[config.mk]
export PLATFORM = sky130hd
export DESIGN_NAME = fpm_mul_core
export DESIGN_NICKNAME = d
export VERILOG_FILES = /design/src/rtl/fpm_pkg.sv /design/src/rtl/fpm_front.sv /design/src/rtl/fpm_mant_mul.sv /design/src/rtl/fpm_norm_sel.sv /design/src/rtl/fpm_mul_core.sv
export SDC_FILE = /design/constraint.sdc
export NUM_CORES = 1
export LEC_CHECK = 0
export BUFFER_PORTS_ARGS = -buffer_cell sky130_fd_sc_hd__buf_4
export CAP_MARGIN = 20
export CELL_PAD_IN_SITES_DETAIL_PLACEMENT = 1
export CELL_PAD_IN_SITES_GLOBAL_PLACEMENT = 1
export CORE_MARGIN = 5
export CORE_UTILIZATION = 51
export CTS_BUF_LIST = sky130_fd_sc_hd__clkbuf_4 sky130_fd_sc_hd__clkbuf_8 sky130_fd_sc_hd__clkbuf_16
export DETAILED_ROUTE_END_ITERATION = 16
export PLACE_DENSITY = 0.95
export SYNTH_ARGS = -nofsm -noshare
export SYNTH_HDL_FRONTEND = slang
export SYNTH_HIERARCHICAL = 1
export SYNTH_SLANG_ARGS = --single-unit
[constraint.sdc]
create_clock -name clk -period 3.2 [get_ports clk]
set_clock_uncertainty 0.15 [all_clocks]
set_input_delay 0.96 -clock clk [delete_from_list [all_inputs] [get_ports clk]]
set_output_delay 0.96 -clock clk [all_outputs]
set_load 0.01 [all_outputs]
[src/rtl/fpm_pkg.sv]
package fpm_pkg;

  // Which half of the double-width mantissa product holds the leading one.
  typedef enum logic {
    PROD_BELOW_TWO = 1'b0,
    PROD_AT_TWO    = 1'b1
  } prod_range_e;

  // Constant subtracted from the exponent sum: one less than the bias.
  function automatic int unsigned rebias_const(input int unsigned exp_w);
    return (32'd1 << (exp_w - 1)) - 32'd2;
  endfunction

endpackage

[src/rtl/fpm_front.sv]
module fpm_front #(
  parameter int unsigned EXP_W = 5,
  parameter int unsigned MAN_W = 6,
  localparam int unsigned MW   = MAN_W + 1,
  localparam int unsigned XW   = EXP_W + 2
) (
  input  logic          clk,
  input  logic          rst_n,
  input  logic          vld_i,
  input  logic          exc_i,
  input  logic          a_sign_i,
  input  logic [EXP_W-1:0] a_exp_i,
  input  logic [MW-1:0] a_mant_i,
  input  logic          b_sign_i,
  input  logic [EXP_W-1:0] b_exp_i,
  input  logic [MW-1:0] b_mant_i,
  output logic          vld_o,
  output logic          exc_o,
  output logic          sign_o,
  output logic          zero_o,
  output logic [XW-1:0] exp_o,
  output logic [MW-1:0] ma_o,
  output logic [MW-1:0] mb_o
);
  import fpm_pkg::*;

  localparam logic [XW-1:0] REBIAS = XW'(rebias_const(EXP_W));

  logic [EXP_W:0]  exp_sum;
  logic [XW-1:0]   exp_rebiased;
  logic            sign_d;
  logic            zero_d;

  always_comb begin
    exp_sum      = {1'b0, a_exp_i} + {1'b0, b_exp_i};
    exp_rebiased = {1'b0, exp_sum} - REBIAS;
    sign_d       = a_sign_i ^ b_sign_i;
    zero_d       = ~(a_mant_i[MW-1] & b_mant_i[MW-1]);
  end

  always_ff @(posedge clk or negedge rst_n) begin
    if (!rst_n) begin
      vld_o <= 1'b0;
    end else begin
      vld_o <= vld_i;
    end
  end

  always_ff @(posedge clk or negedge rst_n) begin
    if (!rst_n) begin
      exc_o  <= 1'b0;
      sign_o <= 1'b0;
      zero_o <= 1'b0;
      exp_o  <= '0;
      ma_o   <= '0;
      mb_o   <= '0;
    end else if (vld_i) begin
      exc_o  <= exc_i;
      sign_o <= sign_d;
      zero_o <= zero_d;
      exp_o  <= exp_rebiased;
      ma_o   <= a_mant_i;
      mb_o   <= b_mant_i;
    end
  end

endmodule

[src/rtl/fpm_mant_mul.sv]
module fpm_mant_mul #(
  parameter int unsigned EXP_W = 5,
  parameter int unsigned MAN_W = 6,
  localparam int unsigned MW   = MAN_W + 1,
  localparam int unsigned PW   = 2 * MW,
  localparam int unsigned XW   = EXP_W + 2
) (
  input  logic          clk,
  input  logic          rst_n,
  input  logic          vld_i,
  input  logic          exc_i,
  input  logic          sign_i,
  input  logic          zero_i,
  input  logic [XW-1:0] exp_i,
  input  logic [MW-1:0] ma_i,
  input  logic [MW-1:0] mb_i,
  output logic          vld_o,
  output logic          exc_o,
  output logic          sign_o,
  output logic          zero_o,
  output logic [XW-1:0] exp_o,
  output logic [PW-1:0] prod_o
);

  logic [PW-1:0] prod_d;

  always_comb begin
    prod_d = PW'(ma_i) * PW'(mb_i);
  end

  always_ff @(posedge clk or negedge rst_n) begin
    if (!rst_n) begin
      vld_o <= 1'b0;
    end else begin
      vld_o <= vld_i;
    end
  end

  always_ff @(posedge clk or negedge rst_n) begin
    if (!rst_n) begin
      exc_o  <= 1'b0;
      sign_o <= 1'b0;
      zero_o <= 1'b0;
      exp_o  <= '0;
      prod_o <= '0;
    end else if (vld_i) begin
      exc_o  <= exc_i;
      sign_o <= sign_i;
      zero_o <= zero_i;
      exp_o  <= exp_i;
      prod_o <= prod_d;
    end
  end

  // two set leading digits give a product of at least 1.0
  a_r4_prod_floor : assert property (@(posedge clk) disable iff (!rst_n)
    (vld_o && !zero_o) |-> (prod_o[PW-1] || prod_o[PW-2]));

endmodule

[src/rtl/fpm_norm_sel.sv]
module fpm_norm_sel #(
  parameter int unsigned EXP_W = 5,
  parameter int unsigned MAN_W = 6,
  localparam int unsigned MW   = MAN_W + 1,
  localparam int unsigned PW   = 2 * MW,
  localparam int unsigned XW   = EXP_W + 2
) (
  input  logic             clk,
  input  logic             rst_n,
  input  logic             vld_i,
  input  logic             exc_i,
  input  logic             sign_i,
  input  logic             zero_i,
  input  logic [XW-1:0]    exp_i,
  input  logic [PW-1:0]    prod_i,
  output logic             done_o,
  output logic             exc_o,
  output logic             sign_o,
  output logic [EXP_W-1:0] exp_o,
  output logic [MW-1:0]    mant_o
);
  import fpm_pkg::*;

  prod_range_e      range_sel;
  logic [XW-1:0]    exp_fix;
  logic [MW-1:0]    mant_win;
  logic             range_err;
  logic [EXP_W-1:0] exp_d;
  logic [MW-1:0]    mant_d;
  logic             exc_d;

  always_comb begin
    range_sel = prod_range_e'(prod_i[PW-1]);
    if (range_sel == PROD_AT_TWO) begin
      exp_fix  = exp_i;
      mant_win = prod_i[PW-1 -: MW];
    end else begin
      exp_fix  = exp_i - XW'(1);
      mant_win = prod_i[PW-2 -: MW];
    end
    range_err = |exp_fix[XW-1:EXP_W];
    if (zero_i) begin
      exp_d  = '0;
      mant_d = '0;
      exc_d  = exc_i;
    end else begin
      exp_d  = exp_fix[EXP_W-1:0];
      mant_d = mant_win;
      exc_d  = exc_i | range_err;
    end
  end

  always_ff @(posedge clk or negedge rst_n) begin
    if (!rst_n) begin
      done_o <= 1'b0;
    end else begin
      done_o <= vld_i;
    end
  end

  always_ff @(posedge clk or negedge rst_n) begin
    if (!rst_n) begin
      exc_o  <= 1'b0;
      sign_o <= 1'b0;
      exp_o  <= '0;
      mant_o <= '0;
    end else if (vld_i) begin
      exc_o  <= exc_d;
      sign_o <= sign_i;
      exp_o  <= exp_d;
      mant_o <= mant_d;
    end
  end

  // a nonzero result leaves with its leading digit set
  a_r4_lead_digit : assert property (@(posedge clk) disable iff (!rst_n)
    (done_o && (mant_o != '0)) |-> mant_o[MW-1]);

  // result ports hold while no result is being delivered
  a_r8_hold : assert property (@(posedge clk) disable iff (!rst_n)
    !done_o |-> ($stable(mant_o) && $stable(exp_o) && $stable(sign_o)));

  // a zero operand never raises the range flag by itself
  a_r7_zero_quiet : assert property (@(posedge clk) disable iff (!rst_n)
    (vld_i && zero_i && !exc_i) |=> (!exc_o && mant_o == '0 && exp_o == '0));

endmodule

[src/rtl/fpm_mul_core.sv]
module fpm_mul_core #(
  parameter int unsigned EXP_W = 5,
  parameter int unsigned MAN_W = 6,
  localparam int unsigned MW   = MAN_W + 1,
  localparam int unsigned PW   = 2 * MW,
  localparam int unsigned XW   = EXP_W + 2
) (
  input  logic             clk,
  input  logic             rst_n,
  input  logic             start_i,
  input  logic             exc_i,
  input  logic             a_sign_i,
  input  logic [EXP_W-1:0] a_exp_i,
  input  logic [MW-1:0]    a_mant_i,
  input  logic             b_sign_i,
  input  logic [EXP_W-1:0] b_exp_i,
  input  logic [MW-1:0]    b_mant_i,
  output logic             done_o,
  output logic             exc_o,
  output logic             p_sign_o,
  output logic [EXP_W-1:0] p_exp_o,
  output logic [MW-1:0]    p_mant_o
);

  // Reset: asynchronous assertion, release aligned to the clock.
  logic [1:0] rst_sync_q;
  logic       rst_core_n;

  always_ff @(posedge clk or negedge rst_n) begin
    if (!rst_n) begin
      rst_sync_q <= 2'b00;
    end else begin
      rst_sync_q <= {rst_sync_q[0], 1'b1};
    end
  end

  assign rst_core_n = rst_sync_q[1];

  logic          s1_vld, s1_exc, s1_sign, s1_zero;
  logic [XW-1:0] s1_exp;
  logic [MW-1:0] s1_ma, s1_mb;
  logic          s2_vld, s2_exc, s2_sign, s2_zero;
  logic [XW-1:0] s2_exp;
  logic [PW-1:0] s2_prod;

  fpm_front #(.EXP_W(EXP_W), .MAN_W(MAN_W)) front_i (
    .clk      (clk),
    .rst_n    (rst_core_n),
    .vld_i    (start_i),
    .exc_i    (exc_i),
    .a_sign_i (a_sign_i),
    .a_exp_i  (a_exp_i),
    .a_mant_i (a_mant_i),
    .b_sign_i (b_sign_i),
    .b_exp_i  (b_exp_i),
    .b_mant_i (b_mant_i),
    .vld_o    (s1_vld),
    .exc_o    (s1_exc),
    .sign_o   (s1_sign),
    .zero_o   (s1_zero),
    .exp_o    (s1_exp),
    .ma_o     (s1_ma),
    .mb_o     (s1_mb)
  );

  fpm_mant_mul #(.EXP_W(EXP_W), .MAN_W(MAN_W)) mul_i (
    .clk    (clk),
    .rst_n  (rst_core_n),
    .vld_i  (s1_vld),
    .exc_i  (s1_exc),
    .sign_i (s1_sign),
    .zero_i (s1_zero),
    .exp_i  (s1_exp),
    .ma_i   (s1_ma),
    .mb_i   (s1_mb),
    .vld_o  (s2_vld),
    .exc_o  (s2_exc),
    .sign_o (s2_sign),
    .zero_o (s2_zero),
    .exp_o  (s2_exp),
    .prod_o (s2_prod)
  );

  fpm_norm_sel #(.EXP_W(EXP_W), .MAN_W(MAN_W)) norm_i (
    .clk    (clk),
    .rst_n  (rst_core_n),
    .vld_i  (s2_vld),
    .exc_i  (s2_exc),
    .sign_i (s2_sign),
    .zero_i (s2_zero),
    .exp_i  (s2_exp),
    .prod_i (s2_prod),
    .done_o (done_o),
    .exc_o  (exc_o),
    .sign_o (p_sign_o),
    .exp_o  (p_exp_o),
    .mant_o (p_mant_o)
  );

  // every accepted pair is answered three edges later
  a_r1_latency : assert property (@(posedge clk) disable iff (!rst_core_n)
    start_i |-> ##3 done_o);

  // product sign follows the operand signs
  a_r2_sign : assert property (@(posedge clk) disable iff (!rst_core_n)
    start_i |-> ##3 (p_sign_o == $past(a_sign_i ^ b_sign_i, 3)));

  // an incoming exception is never lost
  a_r6_exc_carry : assert property (@(posedge clk) disable iff (!rst_core_n)
    (start_i && exc_i) |-> ##3 exc_o);

  // a zero operand yields a zero result
  a_r7_zero : assert property (@(posedge clk) disable iff (!rst_core_n)
    (start_i && !(a_mant_i[MW-1] && b_mant_i[MW-1])) |-> ##3
      (p_mant_o == '0 && p_exp_o == '0 && exc_o == $past(exc_i, 3)));

endmodule

Yosys cells after proc, flatten, opt, wreduce, memory -nomap -nowiden
Cells that the tools add are included.

Bits in registers: 67. Output and inout port bits: 15. Input bits: 30. Logic and storage cells: 33.

Bitwise logic cells: 4. Mux-type cells: 5. $add $sub $neg: 3. Multiply operators: 1. Reduce and logical (&&, ||, !) cells: 1.

Operators with widths (number): 7-bit 2-to-1 mux (3); 7-bit by 7-bit multiplier with 14-bit output (1); 6-bit by 4-bit subtractor with 7-bit output, second input constant (1); 7-bit by 1-bit subtractor with 7-bit output, second input constant (1); 5-bit by 5-bit adder with 6-bit output (1); 5-bit 2-to-1 mux (1); 2-bit OR reduction (1); 1-bit AND (1); 1-bit 2-to-1 mux (1); 1-bit NOT (1); 1-bit OR (1); 1-bit bitwise XOR (1).

Depth between registers and ports, before layout
Depth after elaboration: 5. Gate-level depth with buffers: 14. Gate-level depth less buffers: 14.

Modules after synthesis
The synthesis kept the hierarchy.

By module, submodules not included: fpm_mant_mul (area an instance 2557.5 um2, instances 1, cells an instance 256); fpm_front (area an instance 1174.9 um2, instances 1, cells an instance 90); fpm_norm_sel (area an instance 778.2 um2, instances 1, cells an instance 77); fpm_mul_core (area an instance 53.8 um2, instances 1, cells an instance 3).

Least setup slack after synthesis
OpenSTA, ideal clock, no wires.

Kind: register to register. From: register front_i.mb_o[6]. To: register mul_i.prod_o[9]. Cell stages (with the launch flop): 14. Arrival time: 3792 ps. Library setup time: 120 ps. Required time: 2930 ps. Path slack: -862 ps. Clock period less this slack: 4062 ps. Cell sequence: dfrtp_1 nand2_1 fa_1 fa_1 inv_1 fa_1 inv_1 fa_1 inv_1 ha_1 a21oi_1 o211ai_2 a21o_1 a31o_2.

Cells in the longest elaborated chain, start to end: 1.

Ends and longest elaborated chain: from (decl) (line fpm_front.sv:23) `output logic [MW-1:0] mb_o`; from (signal assigned) (line fpm_front.sv:63) `mb_o <= b_mant_i;`; 7-bit by 7-bit multiplier with 14-bit output (line fpm_mant_mul.sv:28) `prod_d = PW'(ma_i) * PW'(mb_i);`; to (signal assigned) (line fpm_mant_mul.sv:51) `prod_o <= prod_d;`; to (decl) (line fpm_mant_mul.sv:22) `output logic [PW-1:0] prod_o`.

No other way between the ends. A chain may end at the register's enable or synchronous reset.

Worst setup path after layout
From: register front_i.mb_o[4]. To: register mul_i.prod_o[9].

Same word-level chain as after synthesis.

==> flow_metrics.py <==
metrics = {
    "placed_design": {
        "numPortBuffers": 44,
        "post_dp_cell_area_sq_um": 5010,
        "hpwl_mm": 9.78,
        "gp_congestion": 0.835,
        "pre_cts_ws_ns": -0.931,
    },
    "cts": {
        "clk_path_buf_depth": 2,
        "ctsHtreeMaxLevel": 3,
        "clock_insertion_delay_worst_skew_ns": 0.34,
        "sink_count_of_the_clock_tree": 61,
        "cts_tree": "done",
        "tritoncts_buffer_count": 9,
        "holdBufCountCts": 0,
        "clock_slew_seen_by_the_registers_of_the_worst_setup_and_hold_paths_ns": 0.07,
        "cts.root.buffer_cell": "clkbuf_8",
    },
    "floorplan": {
        "core_area_sq_um": 8220,
        "initial_utilization": 0.525,
        "rows": 33,
        "die_area_sq_um": 10400,
        "floorplan.die.width_um": 102,
        "floorplan.io_pins": 45,
        "fp.dieH_um": 102,
    },
    "setup_path": {
        "crit_required_ns": 3.28,
        "timing.critical_path.mode_cell": "fa_1",
        "critical_path.top_delay_family": "adder cells",
        "timing.critical_path.slowest_cell_delay_ns": 0.56,
        "crit_path_end_kind": "flop",
        "critical-path-slowest-cell": "fa_1",
        "setup.worst_path.class": "flop to flop",
        "startpoint_type": "flop",
        "crit_buf_inv": 3,
        "timing.critical_path.cells": "nand2_1, fa_1, fa_1, inv_1, fa_1, inv_2, fa_1, inv_2, ha_4, o211ai_1, o211ai_2, nand3_1, a31o_2",
        "worst-endpoint-arrival_ns": 4.26,
        "critical_path_maximum_fanout": 4,
    },
    "cells_and_area": {
        "postLayoutCellArea_sq_um": 5370,
        "multi_input_comb_area_sq_um": 2620,
        "flow.area_growth_from_synthesis_pct": 24.3,
        "drive_gt1_frac": 0.347,
        "num-nets-final": 588,
        "n_antenna_cell": 0,
        "total_of_fill_cells_in_the_finished_design": 870,
        "register_area_sq_um": 1530,
    },
    "logic_synthesis": {
        "synth.yosys.warnings": 6,
        "postSynthCellCount": 407,
        "syn_area_sq_um": 4320,
        "synth_fp_nets": 504,
        "synth_area_per_cell_sq_um": 10.6,
    },
    "power": {
        "power-per-cell-area_nw_per_um2": 873,
        "internal_power_w": 0.00267,
        "vdd.ir_drop.worst_uv": 534,
        "power_share_of_the_combinational_group": 0.599,
        "total_power_w": 0.00468,
        "total_switching_power_w": 0.00202,
        "static-leakage-power_nw": 2.59,
        "clock_power_share": 0.166,
        "netSwitchingFraction": 0.430,
        "seq_power_share": 0.234,
    },
    "routing": {
        "dr.first_iter.drc_count": 224,
        "avgViaCountPerCell": 5.96,
        "post_drt_wl_per_cell_um": 23.9,
        "ant_nets": 0,
        "dr_total_vias": 3581,
        "drt_pre_antenna_iters": 4,
        "routed_wl_mm": 14.3,
        "detail_route.drc_violations": 0,
    },
    "sta": {
        "rsz_0062_raised_after_global_routing": "yes",
        "timing.setup.tns_ns": -6.86,
        "layout_min_cycle_time_ns": 4.18,
        "timing.hold.ws_ns": 0.182,
        "timing.final.crit_share": 1.31,
        "timing.final.setup_violations": 8,
        "fmaxAchievable_mhz": 239,
        "worst_slew_pin_slew_ns": 0.731,
        "finalHoldViolCount": 0,
        "finalMaxSlewViolations": 0,
        "relSlewSlack": 0.513,
        "setup_slack_ns": -0.982,
    },
    "global_routing": {
        "grt_max_degree": 34,
        "first_global_vias": 4174,
        "grt_first_pass_wirelength_mm": 22.6,
        "grt_overflow": 0,
        "antenna_found_initial": 0,
        "grt_usage": 0.292,
    },
    "hold_path": {
        "hold_class": "flop to async pin",
    },
    "run_status": {
        "run_status": "complete, but fails checks",
        "violations": "negative setup slack",
    },
    "flow_run": {
        "max-cap-violations": 0,
    },
}
==> cell usage in the layout, fill, tap and decap left out, types with 2 or more instances in the layout <==
cell and count:
nand3_1 3, nand4_1 4, nand3_2 2, a31oi_1 3, o21ai_0 4, ha_1 38
bufinv_16 2, fa_1 24, inv_1 51, xnor2_1 5, nand2_1 29, nor2_1 12
and2_1 25, dfrtp_2 6, mux2_2 29, clkbuf_8 9, mux2i_1 10, o2111ai_1 2
o21ai_2 4, a21o_1 3, o311ai_1 2, o22ai_1 13, nor4bb_1 2, buf_6 2
xor2_1 3, a21oi_2 3, a211oi_1 4, a21oi_1 6, o211ai_2 2, inv_2 3
or3_1 3, dfrtp_1 55, nand2_2 3, a211oi_2 2, buf_4 85, nor2b_1 7
ha_4 3, nand2b_1 2, clkinv_2 2
==> per-stage QoR <==
stage	utilization	instances
after global placement	0.609	580
after detailed placement	0.609	580
final	0.653	601
after floorplan	-	407
after CTS	0.647	599
after global routing	0.653	601
==> worst reg2reg max path, delay by kind of cell, from the launching register on <==
kind                       cells  cell delay [ns]
AOI/OAI and AO/OA              3             0.69
DFF                            1             0.43
buffers and inverters          3             0.17
and+or+nand+nor                2             0.28
adders and majority gates      5             2.38
==> layout make-up <==
type | count | share of cell area
multi-input combinational | 278 | 0.488
inverter | 54 | 0.0378
clock buffer | 10 | 0.0245
sequential | 61 | 0.286
timing repair buffer | 87 | 0.123
clock inverter | 6 | 0.0161
tap | 105 | 0.0245
==> path summary, 6_finish.rpt <==
check / to / cells after the start / startpoint / slack [ns]
max: mul_i/prod_o[9] / 13 / front_i/mb_o[4] / -0.98
min: front_i/exp_o[1] / 0 / rst_sync_q[1] / 0.18
max reg2reg: mul_i/prod_o[9] / 13 / front_i/mb_o[4] / -0.98
min reg2reg: front_i/exp_o[1] / 0 / rst_sync_q[1] / 0.18
max in group asynchronous: mul_i/prod_o[13] / 1 / rst_sync_q[1] / 1.89
min in group clk: rst_sync_q[1] / 0 / rst_sync_q[0] / 0.23
==> power by group through the flow <==
stage | Combinational [W] | Sequential (W) | Clock, W
floorplan | 0.00137 | 0.00107 | 0
global placement | 0.00201 | 0.00107 | 0
detailed placement | 0.00230 | 0.00109 | 0
CTS | 0.00259 | 0.00109 | 0.000779
global route | 0.00297 | 0.00111 | 0.000827
finish | 0.00281 | 0.00110 | 0.000778
==> what timing repair did <==
| item | 4_1_cts | 5_1_grt |
|---|---|---|
| setup endpoints to repair | 8 | 8 |
| setup buffers | 3 | 2 |
| pin swaps | 9 | 5 |
| resized for setup | 19 | 10 |
==> metal layers <==
layer	vias up	GRT usage	routed length, um
li1	1554	-	-
met2	137	0.560	7900
met1	1827	0.290	5050
met4	0	0.161	834
met3	63	0.0587	564
met5	-	0	0
==> registers in the layout (all words and copies together) (netlist names), 2 cells and up <==
register / flops
norm_i/mant_o: 7
front_i/mb_o: 7
norm_i/exp_o: 5
front_i/exp_o: 7
mul_i/exp_o: 7
mul_i/prod_o: 8
front_i/ma_o: 7
rst_sync_q: 2
Power figures use the tool's default switching activity.
